<file path="config.mk">
export PLATFORM = sky130hd
export DESIGN_NAME = cnt_host_port
export DESIGN_NICKNAME = d
export VERILOG_FILES = /design/src/rtl/cnt_host_pkg.sv /design/src/rtl/chp_byte_ptr.sv /design/src/rtl/chp_cmd_decode.sv /design/src/rtl/chp_cfg_regs.sv /design/src/rtl/cnt_host_port.sv
export SDC_FILE = /design/constraint.sdc
export NUM_CORES = 1
export LEC_CHECK = 0
export ABC_AREA = 1
export ABC_CLOCK_PERIOD_IN_PS = 1600
export BUFFER_PORTS_ARGS = -buffer_cell sky130_fd_sc_hd__buf_2
export CAP_MARGIN = 10
export CELL_PAD_IN_SITES_DETAIL_PLACEMENT = 0
export CELL_PAD_IN_SITES_GLOBAL_PLACEMENT = 1
export CORE_MARGIN = 5
export CORE_UTILIZATION = 37
export DETAILED_ROUTE_END_ITERATION = 12
export PLACE_DENSITY = 0.79
export SYNTH_ARGS = -nofsm -noshare
export SYNTH_HDL_FRONTEND = slang
export SYNTH_SLANG_ARGS = --single-unit
</file>
<file path="constraint.sdc">
create_clock -name clk -period 1.6 [get_ports clk]
set_input_delay 0.08 -clock clk [delete_from_list [all_inputs] [get_ports clk]]
set_output_delay 0.08 -clock clk [all_outputs]
set_load 0.02 [all_outputs]
</file>
<file path="src/rtl/cnt_host_pkg.sv">
package cnt_host_pkg;

    // The pointer FSM has one state per byte, so the byte count is fixed here
    localparam int NUM_BYTES = 3;
    localparam int PTR_W     = 2;

    typedef enum logic [PTR_W-1:0] {
        PTR_B0 = 2'd0,
        PTR_B1 = 2'd1,
        PTR_B2 = 2'd2
    } ptr_e;

    localparam logic [2:0] GRP_CMD  = 3'b000;
    localparam logic [2:0] GRP_MODE = 3'b001;
    localparam logic [2:0] GRP_IO   = 3'b010;
    localparam logic [2:0] GRP_IDX  = 3'b011;

    localparam logic [7:0] OP_PTR_RST  = 8'h01;
    localparam logic [7:0] OP_CLR_A    = 8'h02;
    localparam logic [7:0] OP_CLR_B    = 8'h04;
    localparam logic [7:0] OP_CLR_ERR  = 8'h06;
    localparam logic [7:0] OP_LOAD     = 8'h08;
    localparam logic [7:0] OP_SNAP     = 8'h11;

    typedef struct packed {
        logic binary;
        logic [1:0] cmode;
        logic [1:0] qmode;
        logic ab_en;
        logic cont;
        logic sync;
        logic pol;
    } cfg_t;

    typedef struct packed {
        logic ptr_rst;
        logic snap;
        logic load;
        logic clr_flags;
        logic clr_err;
        logic wr_mode;
        logic wr_io;
        logic wr_idx;
    } cmd_t;

endpackage

</file>
<file path="src/rtl/chp_byte_ptr.sv">
module chp_byte_ptr
    import cnt_host_pkg::*;
(
    input  logic             clk,
    input  logic             rst_n,
    input  logic             adv,
    input  logic             rst_ptr,
    output ptr_e             state,
    output logic [PTR_W-1:0] byte_idx
);

    ptr_e nxt;

    always_ff @(posedge clk or negedge rst_n) begin
        if (!rst_n) state <= PTR_B0;
        else        state <= nxt;
    end

    always_comb begin
        nxt = state;
        if (rst_ptr) begin
            nxt = PTR_B0;
        end else if (adv) begin
            unique case (state)
                PTR_B0:  nxt = PTR_B1;
                PTR_B1:  nxt = PTR_B2;
                PTR_B2:  nxt = PTR_B0;
                default: nxt = PTR_B0;
            endcase
        end
    end

    always_comb begin
        unique case (state)
            PTR_B0:  byte_idx = 2'd0;
            PTR_B1:  byte_idx = 2'd1;
            PTR_B2:  byte_idx = 2'd2;
            default: byte_idx = 2'd0;
        endcase
    end

endmodule

</file>
<file path="src/rtl/chp_cmd_decode.sv">
module chp_cmd_decode
    import cnt_host_pkg::*;
#(
    parameter int BYTE_W = 8
) (
    input  logic              ctrl_wr,
    input  logic [BYTE_W-1:0] word,
    output cmd_t              cmd
);

    logic [2:0] grp;
    assign grp = word[BYTE_W-1 -: 3];

    always_comb begin
        cmd = '0;
        if (ctrl_wr) begin
            case (grp)
                GRP_CMD: begin
                    case (word)
                        OP_PTR_RST: cmd.ptr_rst = 1'b1;
                        OP_SNAP: begin
                            cmd.ptr_rst = 1'b1;
                            cmd.snap    = 1'b1;
                        end
                        OP_LOAD:    cmd.load      = 1'b1;
                        OP_CLR_A:   cmd.clr_flags = 1'b1;
                        OP_CLR_B:   cmd.clr_flags = 1'b1;
                        OP_CLR_ERR: cmd.clr_err   = 1'b1;
                        default:    cmd = '0;
                    endcase
                end
                GRP_MODE: cmd.wr_mode = 1'b1;
                GRP_IO:   cmd.wr_io   = 1'b1;
                GRP_IDX:  cmd.wr_idx  = 1'b1;
                default:  cmd = '0;
            endcase
        end
    end

endmodule

</file>
<file path="src/rtl/chp_cfg_regs.sv">
module chp_cfg_regs
    import cnt_host_pkg::*;
#(
    parameter int BYTE_W = 8
) (
    input  logic              clk,
    input  logic              rst_n,
    input  cmd_t              cmd,
    input  logic [BYTE_W-1:0] word,
    output cfg_t              cfg
);

    always_ff @(posedge clk or negedge rst_n) begin
        if (!rst_n) begin
            cfg <= '0;
        end else if (cmd.wr_mode) begin
            cfg.binary <= word[0];
            cfg.cmode  <= word[2:1];
            cfg.qmode  <= word[4:3];
            if (word[4:3] == 2'b00) cfg.sync <= 1'b0;
        end else if (cmd.wr_io) begin
            cfg.ab_en <= word[0];
            cfg.cont  <= word[1];
        end else if (cmd.wr_idx) begin
            cfg.pol <= word[1];
            if (cfg.qmode != 2'b00) cfg.sync <= word[0];
        end
    end

endmodule

</file>
<file path="src/rtl/cnt_host_port.sv">
module cnt_host_port
    import cnt_host_pkg::*;
#(
    parameter int BYTE_W = 8,
    localparam int VAL_W = BYTE_W * NUM_BYTES
) (
    input  logic              clk,
    input  logic              rst_n,
    input  logic              bus_sel,
    input  logic              bus_wr,
    input  logic              bus_ctrl,
    input  logic [BYTE_W-1:0] bus_wdata,
    output logic [BYTE_W-1:0] bus_rdata,
    input  logic [VAL_W-1:0]  cnt_value,
    input  logic              st_borrow,
    input  logic              st_carry,
    input  logic              st_noise,
    input  logic              st_up,
    output logic [VAL_W-1:0]  preset_val,
    output logic              load_cnt,
    output logic              clr_flags,
    output logic              clr_err,
    output logic              cfg_binary,
    output logic [1:0]        cfg_count_mode,
    output logic [1:0]        cfg_quad_mode,
    output logic              cfg_ab_en,
    output logic              cfg_continuous,
    output logic              cfg_idx_sync,
    output logic              cfg_idx_pol
);

    logic data_acc, data_wr, ctrl_wr;
    assign data_acc = bus_sel && !bus_ctrl;
    assign data_wr  = data_acc && bus_wr;
    assign ctrl_wr  = bus_sel && bus_ctrl && bus_wr;

    cmd_t             cmd;
    cfg_t             cfg;
    ptr_e             ptr_st;
    logic [PTR_W-1:0] byte_idx;
    logic [VAL_W-1:0] latch_q;

    chp_cmd_decode #(.BYTE_W(BYTE_W)) u_dec (
        .ctrl_wr (ctrl_wr),
        .word    (bus_wdata),
        .cmd     (cmd)
    );

    chp_byte_ptr u_ptr (
        .clk      (clk),
        .rst_n    (rst_n),
        .adv      (data_acc),
        .rst_ptr  (cmd.ptr_rst),
        .state    (ptr_st),
        .byte_idx (byte_idx)
    );

    chp_cfg_regs #(.BYTE_W(BYTE_W)) u_cfg (
        .clk   (clk),
        .rst_n (rst_n),
        .cmd   (cmd),
        .word  (bus_wdata),
        .cfg   (cfg)
    );

    // Preset bytes, one register per byte lane
    for (genvar i = 0; i < NUM_BYTES; i++) begin : g_preset
        logic [BYTE_W-1:0] lane_q;
        always_ff @(posedge clk or negedge rst_n) begin
            if (!rst_n)
                lane_q <= '0;
            else if (data_wr && byte_idx == PTR_W'(i))
                lane_q <= bus_wdata;
        end
        assign preset_val[i*BYTE_W +: BYTE_W] = lane_q;
    end

    // Output latch snapshot
    always_ff @(posedge clk or negedge rst_n) begin
        if (!rst_n)        latch_q <= '0;
        else if (cmd.snap) latch_q <= cnt_value;
    end

    // One-cycle command strobes
    always_ff @(posedge clk or negedge rst_n) begin
        if (!rst_n) begin
            load_cnt  <= 1'b0;
            clr_flags <= 1'b0;
            clr_err   <= 1'b0;
        end else begin
            load_cnt  <= cmd.load;
            clr_flags <= cmd.clr_flags;
            clr_err   <= cmd.clr_err;
        end
    end

    logic [BYTE_W-1:0] status_b;
    always_comb begin
        status_b    = '0;
        status_b[0] = st_borrow;
        status_b[1] = st_carry;
        status_b[4] = st_noise;
        status_b[5] = st_up;
    end

    assign bus_rdata = bus_ctrl ? status_b
                                : latch_q[int'(byte_idx)*BYTE_W +: BYTE_W];

    assign cfg_binary     = cfg.binary;
    assign cfg_count_mode = cfg.cmode;
    assign cfg_quad_mode  = cfg.qmode;
    assign cfg_ab_en      = cfg.ab_en;
    assign cfg_continuous = cfg.cont;
    assign cfg_idx_sync   = cfg.sync;
    assign cfg_idx_pol    = cfg.pol;

endmodule

</file>
# Word-level counts from Yosys, hierarchy flattened
# Cells that the tools add are included.
dict set report word_totals {
  ff_bits 62
  input_bits 41
  output_inout_bits 44
}
dict set report op_classes {
  eq_ne 15
  shift 1
  muxes 20
  bitwise_logic 2
  reduce_logical 21
}
# operator count
set ops {}
lappend ops {{$shiftx A24 B6 Y8} 1}
lappend ops {{$eq A8 B3 Y1 const B} 2}
lappend ops {{$mux W8} 2}
lappend ops {{$mux W1} 11}
lappend ops {{$eq A8 B1 Y1 const B} 1}
lappend ops {{$eq A8 B2 Y1 const B} 1}
lappend ops {{$eq A8 B4 Y1 const B} 1}
lappend ops {{$eq A8 B5 Y1 const B} 1}
lappend ops {{$mux W2} 4}
lappend ops {{$pmux W2 S2} 2}
lappend ops {{$reduce_bool A2 Y1} 4}
lappend ops {{$logic_and A1 B1 Y1} 7}
lappend ops {{$eq A3 B2 Y1 const B} 2}
lappend ops {{$logic_not A2 Y1} 3}
lappend ops {{$mux W5} 1}
lappend ops {{$eq A2 B1 Y1 const B} 2}
lappend ops {{$eq A2 B2 Y1 const B} 2}
lappend ops {{$ne A2 B1 Y1 const B} 2}
lappend ops {{$reduce_and A4 Y1} 1}
lappend ops {{$reduce_or A2 Y1} 2}
lappend ops {{$eq A3 B1 Y1 const B} 1}
lappend ops {{$logic_not A3 Y1} 1}
lappend ops {{$reduce_and A3 Y1} 1}
lappend ops {{$not A1 Y1} 2}
lappend ops {{other kinds (2)} 2}

# Logic depth before layout (Yosys ltp)
# Gate-level depths: netlist (run 1).
dict set report logic_depth {
  depth_word 8
  depth_mapped 8
}

# Hierarchy
# Synthesis (run 1) repeated with hierarchy kept, for this count alone.
dict set report unflattened {
  cells_unflattened 321
  hier_area_um2 2907.8
}
# mod n_inst cells_each area_each_um2 seq_area_each_um2
set by_module_without_submodules {}
lappend by_module_without_submodules {cnt_host_port 1 226 2275.9 1276.2}
lappend by_module_without_submodules {chp_cfg_regs 1 45 382.9 225.2}
lappend by_module_without_submodules {chp_cmd_decode 1 33 137.6 0.0}
lappend by_module_without_submodules {chp_byte_ptr 1 17 111.4 50.0}

# Worst setup path before layout (run 1)
# No wires, ideal clock.
dict set report synth_timing {
  path_type {reg-to-output}
  from {reg u_ptr.state[0]}
  to {out bus_rdata[0]}
  arrival_ns 1.600
  slack_ns -0.080
  path_stages_with_launch 8
  cell_sequence {dfrtp_1 inv_1 ha_1 buf_2 inv_1 nor2_1 nand2_1 a31oi_1}
}
dict set report synth_between {
  elab_chain_len 4
  elab_cells_between_ends 5
  classes_between {eq/ne: 2; shift: 1; mux: 2}
}
# item line
set synth_lines {}
lappend synth_lines {{start, declared} chp_byte_ptr.sv:8} ;# output ptr_e state,
lappend synth_lines {{start signal, assigned} chp_byte_ptr.sv:16} ;# else state <= nxt;
lappend synth_lines {{$eq A2 B2 Y1 / $eq A2 B1 Y1 (equally long branches)} chp_byte_ptr.sv:34} ;# unique case (state)
lappend synth_lines {{$pmux W2 S2 (*)} chp_byte_ptr.sv:34}
lappend synth_lines {{$shiftx A24 B6 Y8 (*)} cnt_host_port.sv:107} ;# : latch_q[int'(byte_idx)*BYTE_W +: BYTE_W];
lappend synth_lines {{$mux W8 (*)} cnt_host_port.sv:106} ;# assign bus_rdata = bus_ctrl ? status_b
lappend synth_lines {{end, declared} cnt_host_port.sv:13} ;# output logic [BYTE_W-1:0] bus_rdata,
# Mark *: on every way between the ends. The rest lies on a longest branch, timed or not.

# Worst setup path in the final report (run 1)
# Same ends and word-level chain as after synthesis.

==> results of run 1 <==
-- final timing paths --
check | from | slack (ns) | endpoint | depth (start not counted)
min in group asynchronous | rst_n | 0.27 | latch_q[20]$_DFFE_PN0P_ | 3
min reg2reg | latch_q[14]$_DFFE_PN0P_ | 0.48 | latch_q[14]$_DFFE_PN0P_ | 2
max | u_ptr.state[0]$_DFFE_PN0P_ | -0.16 | bus_rdata[0] | 8
max reg2reg | u_ptr.state[0]$_DFFE_PN0P_ | 0.04 | g_preset[0].lane_q[5]$_DFFE_PN0P_ | 8
min | bus_wdata[3] | 0.01 | load_cnt$_DFF_PN0_ | 3
max in group asynchronous | rst_n | 1.03 | u_ptr.state[0]$_DFFE_PN0P_ | 3
-- power by group through the flow --
stage / combinational, W / sequential (W) / clock, W
finish: 0.00203 / 0.00213 / 0.00143
global placement: 0.00170 / 0.00214 / 0
detailed placement: 0.00172 / 0.00215 / 0
floorplan: 0.000635 / 0.00255 / 0
global route: 0.00222 / 0.00218 / 0.00154
CTS: 0.00194 / 0.00213 / 0.00146
-- cell families after synthesis --
kind of cell    synth area share, %
fa+ha+maj                     1.820
buf+inv                       4.777
compound gates                9.463
flops                         56.41
simple gates                  27.52
-- Yosys cell counts (all sizes together) --
library cell	instances
nand3	31
nor2	33
or2	1
nand4	2
o21ai	40
a31oi	4
inv	16
a21oi	7
dfrtp	62
buf	8
clkbuf	5
ha	4
nand2	109
nor3	1
-- metal layers --
metal | global-route usage, % | wire (um)
met4 | 5.450 | 72
met3 | 3.675 | 458
met5 | 0 | 0
met1 | 21.71 | 3492
met2 | 28.81 | 3714
-- cell type report --
cell class / instances / area (um2)
flip-flops and latches: 62 / 1553
repair buffers: 123 / 830.8
clock buffers: 10 / 137.6
fillers: 688 / 3266
clock inverters: 6 / 68.82
well taps: 99 / 123.9
multi-input cells: 233 / 1214
inverters: 16 / 60.06
-- flip-flops by register name, indices dropped and copies added (netlist names) --
name	count
g_preset.lane_q	24
latch_q	24
load_cnt	1
clr_flags	1
u_cfg.cfg	9
u_ptr.state	2
clr_err	1
-- layout by cell type (no fill, tap or decap), types with 6 or more instances in the layout --
master / instances
dlygate4sd3_1: 25
inv_2: 6
clkbuf_8: 10
buf_2: 76
nand2_1: 99
nor2_1: 25
nand2_2: 7
inv_1: 10
o21ai_1: 15
buf_4: 16
nand3_1: 30
dfrtp_1: 61
o21ai_0: 24
-- stage by stage --
step           hold WS, ns  utilization, %  TNS (ns)  power (W)
3_3_place_gp        0.1183           46.09         0   0.003841
6_report           0.01344           54.98    -1.110   0.005590
3_5_place_dp        0.1117           46.09         0   0.003871
5_1_grt            0.01482           54.98    -1.631   0.005940
2_1_floorplan      -0.2156               -         0   0.003183
4_1_cts           0.004282           54.13    -1.338   0.005537
-- timing repair --
item                                   CTS  global route
cloned                                   0             1
hold buffers                            25             0
setup endpoints to repair                8            16
buffers inserted                         4             1
pin swaps                                7             6
resized for setup                       38            15
endpoints found under the hold margin   86             0
-- critical path, delay by kind of cell (launching register included) --
kind	cells	cell delay [ns]
AND/OR/NAND/NOR	2	0.14
buffers and inverters	4	0.43
AO/OA/AOI/OAI	1	0.16
adder cells (fa/ha/maj)	1	0.15
flip-flops	1	0.45
==> flow_summary.toml, run 1 <==
[power]
powerDensity_mw_per_mm2 = 1402
ir_worst_vdd_mv = 1.092
power_frac_seq_pct = 38.1
leakage_nw = 2.138
pwr-share-comb_pct = 36.3
p_sw_w = 0.002104
p_clk_share_pct = 25.6
p_sw_share_pct = 37.63
internal-power_w = 0.003486

[final_layout]
n_antenna_cell = 0
fin_nets = 490
finalNonFillerCells = 549
drive_gt1_share_pct = 34.00
design_area_mm2 = 0.003988
synthToLayoutAreaGrowth_pct = 45.00

[yosys]
synth.distinct_cells = 20
avgSynthCellArea_um2 = 8.514
synth_seq_cells = 62
yosysWarnings = 0
syn_nets = 368
netlist.area_leader.share_pct = 56.41
syn_area_mm2 = 0.002750
ys_top_cells_by_area = "dfrtp_1 (56%), nand2_1 (15%), o21ai_0 (6.0%), nand3_1 (5.5%), nor2_1 (4.2%)"
synthCells = 323
yosys.area.top_type = "dfrtp_1"
ys_seq_area_share_pct = 56.41

[setup_path]
worst-path-max-fanout = 8
cpMostUsedCell = "inv_2"
end_kind = "output pin"
startpoint_type = "register"
cp_cell_sequence = "inv_2 -> ha_4 -> inv_2 -> nor2_4 -> buf_8 -> nand2_4 -> a31oi_4 -> buf_6"
cp_slowest_stage_delay_ns = 0.45
crit_required_ns = 1.52
arrival_ns = 1.68
crit_type = "reg2out"
worst_path_max_delay_cell = "dfrtp_2"

[place]
dp.cells = 502
place_area_mm2 = 0.003343
pre_cts_ws_ns = 0.03250
gp_congestion = 0.8849
dp_hpwl_um = 5344
io_buffers = 84

[timing]
fin_ws_ns = -0.1585
skew_ns = 0.009566
setup_violations = 8
timing.fmax_ghz = 0.5687
rsz0062_at_grt = "yes"
final.min_clock_period_ns = 1.759
finalHoldViolations = 0
maxSlewHeadroom_pct = 69.92
period_share_pct = 109.9
maxSlewViolCount = 0
tightest_slew_ns = 0.4501

[floorplanning]
fp-row-count = 31
initial_core_util_pct = 37.92
die_area_mm2 = 0.009257
num_io_pins = 85
die_y_um = 96.22
core_mm2 = 0.007253
chipWidth_um = 96.22

[global_routing]
grt_pass1_wl_um = 12120
antenna_found_initial = 0
grt_max_degree = 63
grt_usage_pct = 17.06
first_global_vias = 2572
overflow = 0

[routing]
ant_nets = 0
wire_per_inst_um = 14.09
finalWirelength_um = 7737
firstDrtPassIters = 4
drc_errors = 0
via_count = 2551
drt-vias-per-instance = 4.647
drt_iter0_drc = 86

[clocking]
clk_pin_slew_ns = 0.08
cts_tree = "done"
clock-sinks = 62
h-tree-depth = 3
ctsLongestPathBuffers = 2
clkLatencyLatePin_ns = 0.34
root_buffer = "clkbuf_8"
numCtsBuffers = 9

[status]
violations = "negative setup slack"
status = "finished with violations"

[hold_path]
hold_path_class = "in2reg"

[job]
cap_violations = 0
No activity file was read; power rests on OpenSTA's default activity.
==> run 2: changes to the inputs <==
Settings changed: ABC_CLOCK_PERIOD_IN_PS 1600 to 1900.
Clock period 1.6 ns to 1.9 ns, I/O delays scaled along.
==> run 2 against run 1 <==
  * The flow now finishes without violations
  * Non-clock buffer count down 15
  * Sequential share of layout area up 3.0 points
  * Via count down 2.4%
  * Count of clock-buffer cells in the layout up 1
  * Routed wire length down 4.5%
  * Global-route usage down 0.24 points
  * First-iteration DRC count down 2.3%
  * Critical endpoint is now bus_rdata[4]
  * Largest cell class unchanged
  * Largest power group unchanged
  * Highest routed layer unchanged
==> flow_summary.toml, run 2 (synthesis gave the netlist of run 1 again) <==
[status]
status = "finished clean"

[routing]
firstDrtPassIters = 4
drt-vias-per-instance = 4.679
via_count = 2489
drc_errors = 0
wire_per_inst_um = 13.89
ant_nets = 0
drt_iter0_drc = 84
finalWirelength_um = 7389

[setup_path]
crit_required_ns = 1.80
worst-path-max-fanout = 10
startpoint_type = "register"
crit_type = "reg2out"
arrival_ns = 1.73
end_kind = "output pin"

[global_routing]
first_global_vias = 2468
grt_max_degree = 63
grt_usage_pct = 16.82
antenna_found_initial = 0
grt_pass1_wl_um = 11830
overflow = 0

[power]
internal-power_w = 0.002820
pwr-share-comb_pct = 34.2
p_clk_share_pct = 25.3
p_sw_w = 0.001622
leakage_nw = 2.013
power_frac_seq_pct = 40.5
ir_worst_vdd_mv = 0.7296
p_sw_share_pct = 36.52
powerDensity_mw_per_mm2 = 1198

[place]
gp_congestion = 0.8077
io_buffers = 84
place_area_mm2 = 0.003273
dp_hpwl_um = 5160

[final_layout]
final_cell_mix = "nand2_1 (108), buf_2 (79), dfrtp_1 (61)"
n_antenna_cell = 0
synthToLayoutAreaGrowth_pct = 34.76
design_area_mm2 = 0.003706
final_common_cell = "nand2_1"
drive_gt1_share_pct = 28.18
fin_nets = 474
reg.largest.list = "g_preset.lane_q: 24 flops, latch_q: 24 flops, u_cfg.cfg: 9 flops"

[timing]
tightest_slew_ns = 0.4516
setup_tns_ns = 0
finalHoldViolations = 0
period_share_pct = 96.30
timing.fmax_ghz = 0.5465
maxSlewHeadroom_pct = 69.82
final.min_clock_period_ns = 1.830
setup_violations = 0
skew_ns = 0.002501
maxSlewViolCount = 0

[clocking]
ctsLongestPathBuffers = 2
clk_pin_slew_ns = 0.07
h-tree-depth = 3
root_buffer = "clkbuf_8"
clkLatencyLatePin_ns = 0.33
numCtsBuffers = 9
cts_tree = "done"
clock-sinks = 62

[floorplanning]
num_io_pins = 85
core_mm2 = 0.007253
chipWidth_um = 96.22
die_area_mm2 = 0.009257
die_y_um = 96.22
fp-row-count = 31
initial_core_util_pct = 37.92

[hold_path]
hold_path_class = "in2reg"

[job]
cap_violations = 0
-- run 2: metal layers --
metal | global-route usage [%] | vias up | share of wire (%)
li1 | - | 1257 | -
met1 | 21.09 | 1143 | 44
met3 | 5.082 | 7 | 7.6
met2 | 27.49 | 82 | 47
met4 | 5.806 | 0 | 1.0
met5 | 0 | - | 0
-- run 2: final cells by class --
cell class / count / area, um2
fill: 722 / 3547
timing repair buffer: 108 / 678.2
sequential: 62 / 1553
clock inverter: 4 / 47.55
tap: 99 / 123.9
multi-input combinational: 232 / 1102
inverter: 16 / 60.06
clock buffer: 11 / 141.4
-- run 2: power by group through the flow --
| stage | combinational (W) | sequential [W] | clock, W |
|---|---|---|---|
| 6_report | 0.00152 | 0.00180 | 0.00113 |
| 5_1_grt | 0.00168 | 0.00184 | 0.00121 |
| 4_1_cts | 0.00144 | 0.00180 | 0.00115 |
| 3_5_place_dp | 0.00140 | 0.00181 | 0 |
| 3_3_place_gp | 0.00139 | 0.00180 | 0 |
| 2_1_floorplan | 0.000510 | 0.00214 | 0 |
-- run 2: what timing repair did --
item | in CTS | in global routing
resized for setup | 3 | 13
pin swaps | 0 | 1
buffers inserted | 0 | 3
endpoints found under the hold margin | 77 | 0
setup endpoints to repair | 8 | 8
hold buffers | 16 | 0
-- run 2: final timing paths --
kind,end,cells after the start,slack [ns],start
worst min register to register,latch_q[8]$_DFFE_PN0P_,2,0.47,latch_q[8]$_DFFE_PN0P_
max in group asynchronous,u_ptr.state[0]$_DFFE_PN0P_,3,1.32,rst_n
worst max register to register,g_preset[0].lane_q[5]$_DFFE_PN0P_,6,0.47,u_ptr.state[1]$_DFFE_PN0P_
min in group asynchronous,latch_q[17]$_DFFE_PN0P_,3,0.29,rst_n
worst max-delay path,bus_rdata[4],7,0.07,u_ptr.state[0]$_DFFE_PN0P_
worst min-delay path,latch_q[3]$_DFFE_PN0P_,3,0.01,cnt_value[3]
-- run 2: worst max-delay path, stage by stage (launching register included) --
cell     delay, ns
dfrtp_2       0.43
buf_12        0.13
ha_4          0.18
nor2_2        0.10
buf_4         0.15
nand2_1       0.06
a31oi_1       0.15
buf_2         0.18
-- run 2: metrics by stage --
step                util, %  power, W  hold WS [ns]  instances  setup WS, ns
finish                51.10  0.004441       0.01488        532       0.07033
global route          51.10  0.004732       0.01933        532      -0.01639
CTS                   50.15  0.004391      0.002708        529       0.02642
detailed placement    45.13  0.003206        0.1334        498        0.2803
global placement      45.13  0.003191        0.1315        498        0.3166
floorplan                 -  0.002655       -0.2006        323        0.2050
